$ cat config.mk
export PLATFORM = sky130hd
export DESIGN_NAME = pwr_seq_ctrl
export DESIGN_NICKNAME = d
export VERILOG_FILES = /design/src/rtl/pwr_seq_pkg.sv /design/src/rtl/pwr_seq_sync.sv /design/src/rtl/pwr_seq_timer.sv /design/src/rtl/pwr_seq_refresh_cnt.sv /design/src/rtl/pwr_seq_ctrl.sv
export SDC_FILE = /design/constraint.sdc
export NUM_CORES = 1
export LEC_CHECK = 0
export ABC_AREA = 1
export BUFFER_PORTS_ARGS = -buffer_cell sky130_fd_sc_hd__buf_2
export CAP_MARGIN = 20
export CELL_PAD_IN_SITES_DETAIL_PLACEMENT = 1
export CELL_PAD_IN_SITES_GLOBAL_PLACEMENT = 1
export CORE_ASPECT_RATIO = 1.25
export CORE_MARGIN = 2
export CORE_UTILIZATION = 44
export DETAILED_ROUTE_END_ITERATION = 16
export PLACE_DENSITY_LB_ADDON = 0.05
export SETUP_SLACK_MARGIN = 0.15
export SLEW_MARGIN = 20
export SYNTH_ARGS = -nofsm -noshare
export SYNTH_HDL_FRONTEND = slang
export SYNTH_SLANG_ARGS = --single-unit
$ cat constraint.sdc
create_clock -name clk -period 2.4 [get_ports clk]
set_input_delay 0.12 -clock clk [delete_from_list [all_inputs] [get_ports clk]]
set_output_delay 0.12 -clock clk [all_outputs]
set_load 0.005 [all_outputs]
$ cat src/rtl/pwr_seq_pkg.sv
package pwr_seq_pkg;
   typedef enum logic [2:0] {
      ST_OFF   = 3'd0,
      ST_PUP   = 3'd1,
      ST_WAIT  = 3'd2,
      ST_RUN   = 3'd3,
      ST_DRAIN = 3'd4
   } seq_state_e;
endpackage

$ cat src/rtl/pwr_seq_sync.sv
module pwr_seq_sync #(
   parameter int   STAGES  = 2,
   parameter logic RST_VAL = 1'b1
) (
   input  logic clk,
   input  logic rst_n,
   input  logic d_i,
   output logic q_o
);
   generate
      if (STAGES < 2) begin : g_bad_stages
         $error("pwr_seq_sync: STAGES must be at least 2");
      end
   endgenerate

   logic [STAGES-1:0] sr_q;

   always_ff @(posedge clk or negedge rst_n) begin
      if (!rst_n) sr_q <= {STAGES{RST_VAL}};
      else        sr_q <= {sr_q[STAGES-2:0], d_i};
   end

   assign q_o = sr_q[STAGES-1];
endmodule

$ cat src/rtl/pwr_seq_timer.sv
module pwr_seq_timer #(
   parameter int W      = 27,
   parameter int CYCLES = 90_000_000
) (
   input  logic clk,
   input  logic rst_n,
   input  logic load_i,
   input  logic run_i,
   output logic done_o
);
   localparam logic [W-1:0] LOAD_VAL = W'(CYCLES - 1);

   logic [W-1:0] cnt_q;

   always_ff @(posedge clk or negedge rst_n) begin
      if (!rst_n)                     cnt_q <= LOAD_VAL;
      else if (load_i)                cnt_q <= LOAD_VAL;
      else if (run_i && cnt_q != '0)  cnt_q <= cnt_q - 1'b1;
   end

   assign done_o = (cnt_q == '0);

   // the release delay counts down one step per running cycle
   a_r2_count_step: assert property (@(posedge clk) disable iff (!rst_n)
      (!load_i && run_i && cnt_q != '0) |=> (cnt_q == $past(cnt_q) - 1'b1));
endmodule

$ cat src/rtl/pwr_seq_refresh_cnt.sv
module pwr_seq_refresh_cnt #(
   parameter int COUNT = 2
) (
   input  logic clk,
   input  logic rst_n,
   input  logic clear_i,
   input  logic strobe_i,
   output logic last_o
);
   generate
      if (COUNT < 1) begin : g_bad_count
         $error("pwr_seq_refresh_cnt: COUNT must be at least 1");
      end else if (COUNT == 1) begin : g_single
         assign last_o = strobe_i && !clear_i;
      end else begin : g_multi
         localparam int CW = $clog2(COUNT);
         logic [CW-1:0] cnt_q;

         always_ff @(posedge clk or negedge rst_n) begin
            if (!rst_n)        cnt_q <= '0;
            else if (clear_i)  cnt_q <= '0;
            else if (strobe_i) cnt_q <= cnt_q + 1'b1;
         end

         assign last_o = strobe_i && !clear_i && (cnt_q == CW'(COUNT - 1));

         // every counted strobe advances the tally by exactly one
         a_r5_strobe_step: assert property (@(posedge clk) disable iff (!rst_n)
            (strobe_i && !clear_i && !last_o) |=> (cnt_q == $past(cnt_q) + 1'b1));
      end
   endgenerate
endmodule

$ cat src/rtl/pwr_seq_ctrl.sv
module pwr_seq_ctrl
   import pwr_seq_pkg::*;
#(
   parameter int CLK_HZ         = 200_000_000,
   parameter int MIN_RELEASE_NS = 5_000,
   parameter int DELAY_W        = 27,
   parameter int RELEASE_CYCLES = 90_000_000,
   parameter int OFF_REFRESHES  = 2,
   parameter int SYNC_STAGES    = 2
) (
   input  logic       clk,
   input  logic       rst_n,
   input  logic       btn_pulse,
   input  logic       ext_wake,
   input  logic       cpu_rst_drv,
   input  logic       refresh_strobe,
   output logic       supply_en,
   output logic       io_reset_n,
   output logic [2:0] state_o
);
   localparam longint unsigned MIN_CYC =
      (64'(CLK_HZ) * 64'(MIN_RELEASE_NS) + 64'd999_999_999) / 64'd1_000_000_000;
   localparam longint unsigned MAX_CYC = 64'd1 << DELAY_W;

   // elaboration-time parameter checks
   generate
      if (RELEASE_CYCLES < 1 || 64'(RELEASE_CYCLES) < MIN_CYC) begin : g_r12_too_short
         $error("pwr_seq_ctrl: RELEASE_CYCLES below the minimum reset hold time");
      end
      if (64'(RELEASE_CYCLES) > MAX_CYC) begin : g_r12_too_wide
         $error("pwr_seq_ctrl: RELEASE_CYCLES does not fit in DELAY_W bits");
      end
   endgenerate

   seq_state_e state_q, state_d;
   logic       pend_q;
   logic       rst_sync;
   logic       tmr_done;
   logic       ref_last;
   logic       wake;
   logic       off_go;

   pwr_seq_sync #(.STAGES(SYNC_STAGES), .RST_VAL(1'b1)) u_sync (
      .clk   (clk),
      .rst_n (rst_n),
      .d_i   (cpu_rst_drv),
      .q_o   (rst_sync)
   );

   pwr_seq_timer #(.W(DELAY_W), .CYCLES(RELEASE_CYCLES)) u_timer (
      .clk    (clk),
      .rst_n  (rst_n),
      .load_i (state_q == ST_OFF),
      .run_i  (state_q == ST_PUP),
      .done_o (tmr_done)
   );

   pwr_seq_refresh_cnt #(.COUNT(OFF_REFRESHES)) u_refresh (
      .clk      (clk),
      .rst_n    (rst_n),
      .clear_i  (state_q != ST_DRAIN),
      .strobe_i (refresh_strobe),
      .last_o   (ref_last)
   );

   assign wake   = btn_pulse || ext_wake;
   assign off_go = (state_q == ST_RUN) && (btn_pulse || pend_q) && !rst_sync;

   always_comb begin
      state_d = state_q;
      unique case (state_q)
         ST_OFF:   if (wake)      state_d = ST_PUP;
         ST_PUP:   if (tmr_done)  state_d = ST_WAIT;
         ST_WAIT:  if (!rst_sync) state_d = ST_RUN;
         ST_RUN:   if (off_go)    state_d = ST_DRAIN;
         ST_DRAIN: if (ref_last)  state_d = ST_OFF;
         default:                 state_d = ST_OFF;
      endcase
   end

   always_ff @(posedge clk or negedge rst_n) begin
      if (!rst_n) begin
         state_q <= ST_OFF;
         pend_q  <= 1'b0;
      end else begin
         state_q <= state_d;
         if (state_q == ST_OFF || state_q == ST_DRAIN || off_go)
            pend_q <= 1'b0;
         else if (btn_pulse)
            pend_q <= 1'b1;
      end
   end

   assign supply_en  = (state_q != ST_OFF) || wake;
   assign io_reset_n = (state_q == ST_WAIT) || ((state_q == ST_RUN) && !off_go);
   assign state_o    = state_q;

   // a wake request in OFF always starts the release delay
   a_r1_wake_starts: assert property (@(posedge clk) disable iff (!rst_n)
      (state_q == ST_OFF && wake) |=> (state_q == ST_PUP));

   // the delay state is left only when the timer has expired
   a_r2_hold_until_timer: assert property (@(posedge clk) disable iff (!rst_n)
      (state_q == ST_PUP && !tmr_done) |=> (state_q == ST_PUP));

   // no power-off while the synchronized reset-drive is high
   a_r6_interlock: assert property (@(posedge clk) disable iff (!rst_n)
      (state_q == ST_RUN && rst_sync) |=> (state_q == ST_RUN));

   // the supply stays on until the final refresh strobe
   a_r5_drain_holds: assert property (@(posedge clk) disable iff (!rst_n)
      (state_q == ST_DRAIN && !refresh_strobe) |=> (state_q == ST_DRAIN && supply_en));

   // the I/O reset is never released while the supply is off
   a_r11_reset_when_off: assert property (@(posedge clk) disable iff (!rst_n)
      (!supply_en) |-> (!io_reset_n));
endmodule

==> results of run 1 <==
[cells by family after synthesis]
logic type,synth area share (%)
buf+inv,7.59
fa+ha+maj,0.562
compound gates,4.10
xor+xnor,2.36
flops,39.3
simple gates,46.1
[cell usage after synthesis]
master,n
and2_1,1
buf_6,3
nand3_1,34
nor3_1,1
nand2_2,4
nor2_1,48
nand2_4,1
nand4_1,19
nand3_2,1
nor3_4,1
nor2_4,4
nor2_2,6
dfrtp_1,15
ha_1,1
a21oi_1,1
buf_2,3
a21o_1,4
or2_0,1
nand2_1,105
xnor2_1,2
o21ai_0,10
dfstp_2,19
a31oi_1,1
inv_1,30
inv_2,2
xor2_1,4
[state kept, by name, indices dropped and copies added (netlist names)]
signal and count:
u_refresh.g_multi.cnt_q 1, state_o 3, pend_q 1, u_sync.sr_q 2, u_timer.cnt_q 27
[final timing paths]
check / from / to / slack, ps / cells after the start
worst max-delay path: u_timer.cnt_q[0]$_DFFE_PN1P_ / u_timer.cnt_q[10]$_DFFE_PN0P_ / 410 / 10
worst min-delay path: refresh_strobe / u_refresh.g_multi.cnt_q$_DFFE_PN0P_ / 80 / 3
worst max register to register: u_timer.cnt_q[0]$_DFFE_PN1P_ / u_timer.cnt_q[10]$_DFFE_PN0P_ / 410 / 10
worst min register to register: u_sync.sr_q[0]$_DFF_PN1_ / u_sync.sr_q[1]$_DFF_PN1_ / 370 / 0
max in group asynchronous: rst_n / u_timer.cnt_q[23]$_DFFE_PN0P_ / 1460 / 2
min in group asynchronous: rst_n / u_refresh.g_multi.cnt_q$_DFFE_PN0P_ / 450 / 2
[power by group]
part	switching (W)	leakage (nW)	internal, W
Combinational	0.00117	0.800	0.000526
Clock	0.000213	0.0455	0.000234
Sequential	0.000229	0.402	0.000876
Total	0.00161	1.25	0.00164
[per-stage QoR]
stage | total power [W] | hold slack [ps] | cell area, µm²
final | 0.00325 | 79.5 | 2430
after global routing | 0.00358 | 113 | 2430
after global placement | 0.00277 | 224 | 2320
after detailed placement | 0.00283 | 227 | 2320
after floorplan | 0.00241 | -176 | 2230
after CTS | 0.00329 | 76.4 | 2430
[layout make-up]
class                   instances  area [µm²]
flip-flops and latches         34         875
multi-input cells             249        1180
fillers                       673        2370
inverters                      32         120
well taps                      60        75.1
repair buffers                 14        85.1
clock buffers                   8        90.1
[cells in the final DEF (no fill, tap or decap), drive strengths merged]
master	Yosys	routed
o21ai	10	10
dlygate4sd3	0	2
dfrtp	15	15
ha	1	1
dfstp	19	19
nor3	2	2
a21oi	1	1
buf	6	12
and2	1	1
or2	1	1
a31oi	1	1
nor2	58	58
nand3	35	35
xnor2	2	2
clkbuf	0	8
nand4	19	19
inv	32	32
a21o	4	4
xor2	4	4
nand2	110	110
[per-layer routing]
| layer | part of all wire [%] | global-route usage, % |
|---|---|---|
| met5 | 0 | 0 |
| met3 | 2.2 | 4.05 |
| met4 | 1.1 | 5.01 |
| met1 | 47 | 30.7 |
| met2 | 50 | 40.1 |
[worst max-delay path, stage by stage (launching register included)]
cell and delay [ps]:
dfstp_2 370, inv_1 100, ha_1 320, nand2_2 150, nor2_1 150, nand2_2 70
nor2_2 110, nor2_2 70, nor2_4 380, nand2_1 110, nand2_1 90
==> impl_metrics.toml, run 1 <==
[run_status]
status = "finished, final reports clean"

[synth]
synth_area_per_cell_um2 = 6.93
yosysTopAreaCellShare_pct = 22.4
synthTopCellsByArea = "dfstp_2 (22%), nand2_1 (18%), dfrtp_1 (17%), nor2_1 (8.1%), nand3_1 (7.6%)"
yosysTopAreaCell = "dfstp_2"
ys_warn_count = 0
netlist_area_um2 = 2230
synth_seq_cells = 34
syn-num-nets = 328
yosysUniqueCellTypes = 26
syn_inst = 321
yosysSeqAreaShare_pct = 39.3

[cells_and_area]
nNetsFinal = 343
area_delta_synth_final_pct = 9.05
final_util_pct = 50.6
insertedDiodeCount = 0
final_cells = 397
final_layout_size_suffix_gt1_share_pct = 16.6

[critical_path]
cp.arrival_ps = 2210
worst_setup_path_end_kind = "register"
critical_path_class = "reg -> reg"
start_kind = "register"
required_ps = 2630
path_max_fanout = 20

[route]
drcViolationCount = 0
num_vias = 2079
antenna_left = 0
routed_wl_mm = 5.98
dr.first_iter.drc_count = 92
drt_pass1_iterations = 4
via_per_inst = 5.24
detail_route.wl_per_cell_um = 15.1

[run]
drv_cap = 0

[placed_design]
gp_congestion = 0.887
io_buffers = 10
place_hpwl_mm = 4.52
place_inst = 387
pre_cts_slack_ps = 414

[sta]
finClkSkew_ps = 8.35
max_freq_ghz = 0.503
finalCriticalPeriod_ps = 1990
slew_headroom_pct = 48.3
rsz0062_at_grt = "no"
setup_viol = 0
finalCritPeriodShare_pct = 82.8
tightest_slew_ps = 776
finalMaxSlewViolations = 0
finalHoldViolCount = 0
setup-tns-final_ps = 0
fin_ws_ps = 413

[cts]
post_cts.resized_instances = 0
clk_pin_slew_ps = 70
cts_root_buf = "clkbuf_8"
postCtsSetupRepairBufs = 0
cts_tree = "yes"
clock_latency_ps = 290
cts_hold_buf = 2
cts_htree_levels = 2
cts_buffers = 5
cts_num_sinks = 34
cts.path.max_buffers = 2

[pwr]
pwr_density_cell_nw_per_um2 = 1340
ir_worst_vdd_uv = 562
leakage_nw = 1.25

[floorplanning]
std_cell_rows = 28
dieArea_um2 = 5650
die_y_um = 83.5
fp.coreArea_um2 = 4800
start_util_pct = 46.4
die_w_um = 67.6
ios = 11

[global_routing]
antenna_found_initial = 0
grt_first_pass_wirelength_mm = 10.1
grt_max_degree = 35
track_usage_pct = 23.6
grt_pass1_vias = 2158
grt-ovfl-total = 0

[hold_path]
worstHoldPathType = "in -> reg"
Power figures use the tool's default switching activity.
==> run 2, diff against run 1 <==
--- a/config.mk
+++ b/config.mk
@@ -5,14 +5,14 @@
 export SDC_FILE = /design/constraint.sdc
 export NUM_CORES = 1
 export LEC_CHECK = 0
-export ABC_AREA = 1
+export ABC_AREA = 0
 export BUFFER_PORTS_ARGS = -buffer_cell sky130_fd_sc_hd__buf_2
 export CAP_MARGIN = 20
 export CELL_PAD_IN_SITES_DETAIL_PLACEMENT = 1
 export CELL_PAD_IN_SITES_GLOBAL_PLACEMENT = 1
 export CORE_ASPECT_RATIO = 1.25
 export CORE_MARGIN = 2
-export CORE_UTILIZATION = 44
+export CORE_UTILIZATION = 47
 export DETAILED_ROUTE_END_ITERATION = 16
 export PLACE_DENSITY_LB_ADDON = 0.05
 export SETUP_SLACK_MARGIN = 0.15
==> constraint.sdc (replaced) <==
create_clock -name clk -period 2.05 [get_ports clk]
set_input_delay 0.1025 -clock clk [delete_from_list [all_inputs] [get_ports clk]]
set_output_delay 0.1025 -clock clk [all_outputs]
set_load 0.005 [all_outputs]
==> impl_metrics.toml, run 2 <==
[synth]
syn_inst = 190
yosysUniqueCellTypes = 48
synth_area_per_cell_um2 = 9.96
synthFlopType = "dfstp_2"
yosysTopAreaCell = "dfstp_2"
yosysSeqAreaShare_pct = 46.2
synth_seq_cells = 34
yosysMostFrequentCell = "dfstp_2"
synthTopCellsByArea = "dfstp_2 (26%), dfrtp_1 (20%), or4_1 (4.0%), o31ai_1 (3.6%), or3_1 (3.3%)"
netlist_area_um2 = 1890
synth_edf_count = 0
syn-num-nets = 197
ys_warn_count = 0
yosysTopAreaCellShare_pct = 26.4
synthTopCellsByCount = "dfstp_2 (19), nor2_1 (16), dfrtp_1 (15), nand2_1 (15), a21oi_1 (11)"
async_flop_share_pct = 100

[floorplanning]
start_util_pct = 49.6
die_y_um = 75.0
std_cell_rows = 25
die_w_um = 60.8
ios = 11

[cts]
cts_htree_levels = 2
cts_num_sinks = 34
cts_buffers = 5
cts.path.max_buffers = 2
postCtsSetupRepairBufs = 14
cts_hold_buf = 2
post_cts.resized_instances = 40
cts_root_buf = "clkbuf_8"

[run_status]
failed_stage = "clock tree synthesis"
status = "aborted with a tool error"
stop_error = "[ERROR DPL-0033] detailed placement checks failed during check placement."

[placed_design]
place_hpwl_mm = 4.29
place_inst = 300
gp_congestion = 0.829
io_buffers = 10
run 2: changes by cell type after synthesis, sizes merged, moves of 6 or more:
| cell | previous run | this run |
|---|---|---|
| nand2 | 110 | 15 |
| nor2 | 58 | 16 |
| nand3 | 35 | 3 |
| inv | 32 | 2 |
| nand4 | 19 | 0 |
| or3 | 0 | 13 |
| or4 | 0 | 12 |
| a21oi | 1 | 11 |
| nor4 | 0 | 10 |
| o31ai | 0 | 9 |
| nor3 | 2 | 8 |
run 2: through the flow:
step	hold slack, ps	area (µm²)	utilization (%)	TNS, ps	setup WS, ps
floorplan	-193	1960	-	-418	-116
global placement	197	2420	63.3	-1310	-161
detailed placement	210	2420	63.3	-2800	-260
run 2: kinds of logic after synthesis:
| logic type | Yosys count | synth area share, % |
|---|---|---|
| and+or+nand+nor | 94 | 30.5 |
| AOI/OAI and AO/OA | 38 | 13.6 |
| DFF | 34 | 46.2 |
| buffers and inverters | 11 | 3.17 |
| xor gates and xnor gates | 8 | 3.70 |
| muxes | 4 | 2.12 |
| adders and majority gates | 1 | 0.661 |
==> run 3, diff against run 2 <==
--- a/config.mk
+++ b/config.mk
@@ -8,14 +8,10 @@
 export ABC_AREA = 0
 export BUFFER_PORTS_ARGS = -buffer_cell sky130_fd_sc_hd__buf_2
 export CAP_MARGIN = 20
-export CELL_PAD_IN_SITES_DETAIL_PLACEMENT = 1
-export CELL_PAD_IN_SITES_GLOBAL_PLACEMENT = 1
-export CORE_ASPECT_RATIO = 1.25
 export CORE_MARGIN = 2
-export CORE_UTILIZATION = 47
+export CORE_UTILIZATION = 36
 export DETAILED_ROUTE_END_ITERATION = 16
-export PLACE_DENSITY_LB_ADDON = 0.05
-export SETUP_SLACK_MARGIN = 0.15
+export PLACE_DENSITY_LB_ADDON = 0.15
 export SLEW_MARGIN = 20
 export SYNTH_ARGS = -nofsm -noshare
 export SYNTH_HDL_FRONTEND = slang
==> impl_metrics.toml, run 3 <==
[run_status]
status = "finished with violations"
violations = "setup timing"

[cts]
cts.path.max_buffers = 2
cts_root_buf = "clkbuf_8"
clock_latency_ps = 290
clk_pin_slew_ps = 70
cts_buffers = 5
cts_tree = "yes"
cts_htree_levels = 2
cts_num_sinks = 34

[placed_design]
place_hpwl_mm = 3.45
io_buffers = 10
place_inst = 313
gp_congestion = 0.792

[synth]
synth_edf_count = 0
synthSimpleGateAreaFrac_pct = 30.5
synth_seq_cells = 34
synthTopCellsByCount = "dfstp_2 (19), nor2_1 (16), dfrtp_1 (15), nand2_1 (15), a21oi_1 (11)"
synth-compound-area-share_pct = 13.6
yosysSeqAreaShare_pct = 46.2
ys_warn_count = 0
syn-num-nets = 197
synthFlopType = "dfstp_2"
synthTopCellsByArea = "dfstp_2 (26%), dfrtp_1 (20%), or4_1 (4.0%), o31ai_1 (3.6%), or3_1 (3.3%)"
yosysUniqueCellTypes = 48
async_flop_share_pct = 100
synth_adder_area_share_pct = 0.661
netlist_area_um2 = 1890
synth.area.mux_share_pct = 2.12
yosysTopAreaCellShare_pct = 26.4
synth_top_family_by_area = "simple AND/OR/NAND/NOR gates"
yosysTopAreaCell = "dfstp_2"
synth-xor-area-share_pct = 3.70
syn_inst = 190
yosysMostFrequentCell = "dfstp_2"
synth_area_per_cell_um2 = 9.96

[sta]
finalHoldViolCount = 0
finClkSkew_ps = 4.71
rsz0062_at_grt = "yes"
tightest_slew_ps = 728
setup_viol = 10
finalMaxSlewViolations = 0
finalCriticalPeriod_ps = 2150
max_freq_ghz = 0.465
slew_headroom_pct = 51.4
fin_ws_ps = -98.8
finalCritPeriodShare_pct = 105

[pwr]
seqPwrFrac_pct = 39.0
switching_share_pct = 33.1
internal_power_w = 0.00138
combPwrFrac_pct = 36.2
power.switching_w = 0.000683
clkPwrFrac_pct = 24.8
leakage_nw = 1.08
ir_worst_vdd_uv = 640
pwr_density_cell_nw_per_um2 = 742

[global_routing]
grt_pass1_vias = 1813
grt-ovfl-total = 0
antenna_found_initial = 0
track_usage_pct = 18.2
grt_first_pass_wirelength_mm = 8.56
grt_max_degree = 35

[floorplanning]
die_y_um = 76.5
start_util_pct = 37.3
dieArea_um2 = 5850
fp.coreArea_um2 = 5070
ios = 11
std_cell_rows = 26
die_w_um = 76.5

[cells_and_area]
final_cells = 333
final_util_pct = 54.9
area_delta_synth_final_pct = 47.1
layout_common_cells = "buf_4 (54), dfstp_2 (19), nor2_1 (14), nand2_1 (14), dfrtp_1 (13)"
largest_reg_flops = 27
insertedDiodeCount = 0
nNetsFinal = 269
layout_commonest_cell = "buf_4"
fillers = 485
top_register = "u_timer.cnt_q"
final_layout_size_suffix_gt1_share_pct = 53.6

[critical_path]
crit_path_top_delay_cell = "or4_4"
cp_common_cell = "or4_4"
critical_path_class = "reg -> reg"
max_stage_delay_ps = 560
rr_worst_depth = 6
path_max_fanout = 7
cp.arrival_ps = 2370
crit_buf_inv = 1
worstReg2RegStart = "u_timer.cnt_q[11]$_DFFE_PN1P_"
worst_setup_path_end_kind = "register"
path_cells = "or4_4 > nor4_4 > nand2_4 > buf_2 > or4_4 > a21oi_2"
start_kind = "register"
required_ps = 2270
r2r_slack_ps = -100
path_delay_family = "simple AND/OR/NAND/NOR gates"
reg2reg_to = "u_timer.cnt_q[17]$_DFFE_PN0P_"

[hold_path]
hold_end = "u_refresh.g_multi.cnt_q$_DFFE_PN0P_"
holdPathStages = 3
min_from = "refresh_strobe"
worstHoldPathType = "in -> reg"

[route]
antenna_left = 0
via_per_inst = 5.38
drt_pass1_iterations = 4
detail_route.wl_per_cell_um = 15.2
routed_wl_mm = 5.05
num_vias = 1791
dr.first_iter.drc_count = 103
drcViolationCount = 0

[run]
drv_cap = 0
## run 3: cell counts after synthesis
Identical to the previous run, type by type.
## run 3: through the flow
| stage | hold WS, ps | TNS, ps | instance area (µm²) | setup slack, ps | total power, W |
|---|---|---|---|---|---|
| after global routing | 108 | -1610 | 2780 | -160 | 0.00221 |
| after detailed placement | 212 | -2920 | 2410 | -233 | 0.00144 |
| final | 83.9 | -498 | 2780 | -98.8 | 0.00207 |
| after floorplan | -193 | -370 | 1950 | -116 | 0.00119 |
| after global placement | 205 | -1640 | 2410 | -145 | 0.00141 |
| after CTS | 87.5 | -479 | 2610 | -86.1 | 0.00201 |
## run 3: kinds of logic after synthesis
family	count (synthesis)
AO/OA/AOI/OAI	38
XOR/XNOR	8
adder cells (fa/ha/maj)	1
buffers and inverters	11
flip-flops	34
multiplexers	4
AND/OR/NAND/NOR	94
## run 3: timing repair
action | 4_1_cts | 5_1_grt
resized for setup | 16 | 24
setup endpoints to repair | 24 | 25
hold endpoints to repair | 16 | 0
hold buffers | 2 | 0
setup buffers | 2 | 9
pin swaps | 5 | 5
## run 3: area by class of cell
cell class / instances / area (µm²) / share of cell area [%]
clock inverter: 1 / 5.00 / 0.180
timing repair buffer: 74 / 559 / 20.1
sequential: 34 / 877 / 31.5
multi-input combinational: 145 / 1160 / 41.7
clock buffer: 7 / 86.3 / 3.10
tap: 70 / 87.6 / 3.15
inverter: 2 / 7.51 / 0.270
## run 3: worst max-delay path by stage
| stage | start | endpoint | slack [ps] | cells after the start |
|---|---|---|---|---|
| 4_1_cts | u_timer.cnt_q[22]$_DFFE_PN1P_ | u_timer.cnt_q[5]$_DFFE_PN1P_ | -90 | 5 |
| 2_1_floorplan | state_o[1]$_DFFE_PN0P_ | u_timer.cnt_q[14]$_DFFE_PN1P_ | -120 | 7 |
| 5_1_grt | u_timer.cnt_q[5]$_DFFE_PN1P_ | u_timer.cnt_q[11]$_DFFE_PN1P_ | -160 | 7 |
| 6_report | u_timer.cnt_q[11]$_DFFE_PN1P_ | u_timer.cnt_q[17]$_DFFE_PN0P_ | -100 | 6 |
| 3_3_place_gp | u_timer.cnt_q[11]$_DFFE_PN1P_ | u_timer.cnt_q[25]$_DFFE_PN0P_ | -150 | 5 |
| 3_5_place_dp | u_timer.cnt_q[5]$_DFFE_PN1P_ | u_timer.cnt_q[5]$_DFFE_PN1P_ | -230 | 6 |
## run 3: power by group through the flow
stage / registers, W / logic, W / clock network [W]
floorplan: 0.000823 / 0.000364 / 0
global placement: 0.000807 / 0.000608 / 0
detailed placement: 0.000811 / 0.000628 / 0
CTS: 0.000801 / 0.000687 / 0.000527
global route: 0.000814 / 0.000832 / 0.000566
finish: 0.000806 / 0.000748 / 0.000513
## run 3: metal layers
metal	share of wire, %	wire, µm	track usage (%)
met1	42	2120	23.1
met2	52	2620	30.6
met3	4.5	225	3.91
met4	1.7	87	6.73
met5	0	0	0
## run 3: worst min-delay path: cells and delay by family
family	cells	cell delay, ps
and+or+nand+nor	1	40
xor gates and xnor gates	1	110
buffers and inverters	1	90
==> run 4, diff against run 3 <==
--- a/config.mk
+++ b/config.mk
@@ -12,6 +12,7 @@
 export CORE_UTILIZATION = 36
 export DETAILED_ROUTE_END_ITERATION = 16
 export PLACE_DENSITY_LB_ADDON = 0.15
+export SETUP_SLACK_MARGIN = 0.05
 export SLEW_MARGIN = 20
 export SYNTH_ARGS = -nofsm -noshare
 export SYNTH_HDL_FRONTEND = slang
==> impl_metrics.toml, run 4 (synthesis results as in run 3) <==
[run_status]
status = "finished with violations"
violations = "setup timing"

[cts]
cts_buffers = 5
cts_num_sinks = 34
clock_latency_ps = 280
cts_tree = "yes"
cts_root_buf = "clkbuf_8"
cts.path.max_buffers = 2
cts_htree_levels = 2
clk_pin_slew_ps = 70

[sta]
finalCriticalPeriod_ps = 2140
finalHoldViolCount = 0
finClkSkew_ps = 3.21
setup_viol = 10
tightest_slew_ps = 757
fin_ws_ps = -88.8
finalMaxSlewViolations = 0
rsz0062_at_grt = "yes"
slew_headroom_pct = 49.5
setup-tns-final_ps = -518
max_freq_ghz = 0.468
finalCritPeriodShare_pct = 104

[cells_and_area]
final_cells = 330
layout_common_cells = "buf_4 (52), dfstp_2 (19), nor2_1 (15), nand2_1 (14), dfrtp_1 (13)"
nNetsFinal = 266
fillers = 474
final_util_pct = 54.3
layout_commonest_cell = "buf_4"
area_delta_synth_final_pct = 45.5
largest_reg_flops = 27
top_register = "u_timer.cnt_q"
insertedDiodeCount = 0
final_layout_size_suffix_gt1_share_pct = 53.1

[pwr]
leakage_nw = 1.07
pwr_density_cell_nw_per_um2 = 737
ir_worst_vdd_uv = 486
p_total_w = 0.00203

[global_routing]
grt-ovfl-total = 0
grt_max_degree = 35
track_usage_pct = 17.3
grt_first_pass_wirelength_mm = 8.14
antenna_found_initial = 0
grt_pass1_vias = 1782

[hold_path]
min_from = "refresh_strobe"
hold_end = "u_refresh.g_multi.cnt_q$_DFFE_PN0P_"
holdPathStages = 3
worstHoldPathType = "in -> reg"

[route]
dr.first_iter.drc_count = 67
detail_route.wl_per_cell_um = 14.8
routed_wl_mm = 4.88
drcViolationCount = 0
num_vias = 1788
antenna_left = 0
via_per_inst = 5.42
drt_pass1_iterations = 4

[critical_path]
reg2reg_to = "u_timer.cnt_q[21]$_DFFE_PN0P_"
worstReg2RegStart = "u_timer.cnt_q[14]$_DFFE_PN1P_"
cp.arrival_ps = 2350
rr_worst_depth = 6
critical_path_class = "reg -> reg"
r2r_slack_ps = -90
required_ps = 2260
path_max_fanout = 5
worst_setup_path_end_kind = "register"
start_kind = "register"

[floorplanning]
ios = 11
std_cell_rows = 26
fp.coreArea_um2 = 5070
die_y_um = 76.5
dieArea_um2 = 5850
die_w_um = 76.5
start_util_pct = 37.3

[run]
drv_cap = 0

[placed_design]
place_hpwl_mm = 3.39
gp_congestion = 0.827
io_buffers = 10
pre_cts_slack_ps = -194
place_inst = 312
run 4: changes by cell type in the layout (fill, tap and decap cells not counted), moves of 2 or more:
cell | before | now
or3_4 | 3 | 6
buf_4 | 54 | 52
nor4_4 | 6 | 4
buf_6 | 7 | 5
nor4_1 | 3 | 5
o31ai_1 | 8 | 6
or3_1 | 9 | 7
run 4: final cells by class:
| cell class | count | area, µm² | area share [%] |
|---|---|---|---|
| Multi-Input combinational cell | 146 | 1150 | 41.9 |
| Sequential cell | 34 | 877 | 31.8 |
| Timing Repair Buffer | 70 | 537 | 19.5 |
| Tap cell | 70 | 87.6 | 3.18 |
| Clock buffer | 7 | 86.3 | 3.13 |
| Inverter | 2 | 7.51 | 0.273 |
| Clock inverter | 1 | 5.00 | 0.182 |
run 4: critical path, stage by stage, from the launching register on:
cell     delay (ps)
dfstp_2         370
or4_4           550
nor4_4          260
buf_4           180
nand2_4          80
or4b_4          500
a21oi_2         140
run 4: worst max path at each step:
stage | startpoint | to | slack [ps] | cells after the start
4_1_cts | u_timer.cnt_q[11]$_DFFE_PN1P_ | u_timer.cnt_q[23]$_DFFE_PN0P_ | -70 | 5
6_report | u_timer.cnt_q[14]$_DFFE_PN1P_ | u_timer.cnt_q[21]$_DFFE_PN0P_ | -90 | 6
2_1_floorplan | state_o[1]$_DFFE_PN0P_ | u_timer.cnt_q[14]$_DFFE_PN1P_ | -120 | 7
3_5_place_dp | u_timer.cnt_q[5]$_DFFE_PN1P_ | u_timer.cnt_q[10]$_DFFE_PN0P_ | -190 | 4
5_1_grt | u_timer.cnt_q[14]$_DFFE_PN1P_ | u_timer.cnt_q[21]$_DFFE_PN0P_ | -160 | 6
3_3_place_gp | u_timer.cnt_q[5]$_DFFE_PN1P_ | u_timer.cnt_q[10]$_DFFE_PN0P_ | -160 | 4
run 4: stage by stage:
step / hold slack [ps] / area, µm²
finish: 89.2 / 2750
global route: 111 / 2750
CTS: 87.2 / 2630
detailed placement: 212 / 2400
global placement: 212 / 2400
floorplan: -193 / 1950
run 4: layer usage:
metal  share of wire (%)  GRT usage (%)
met1                  45           21.5
met2                  49           29.7
met3                 3.9           3.32
met4                 2.3           6.18
met5                   0              0
run 4: timing repair:
| item | CTS | global route |
|---|---|---|
| gates resized for setup | 14 | 24 |
| pin swaps | 9 | 18 |
| hold buffers | 2 | 0 |
| setup buffers | 5 | 3 |
| hold endpoints to repair | 16 | 0 |
| cloned | 0 | 1 |
| endpoints found under the setup margin | 23 | 21 |
run 4: report_power, final:
group | internal [W] | switching [W] | total (W)
clock | 0.000271 | 0.000239 | 0.000510
sequential | 0.000764 | 0.0000396 | 0.000803
combinational | 0.000322 | 0.000395 | 0.000717
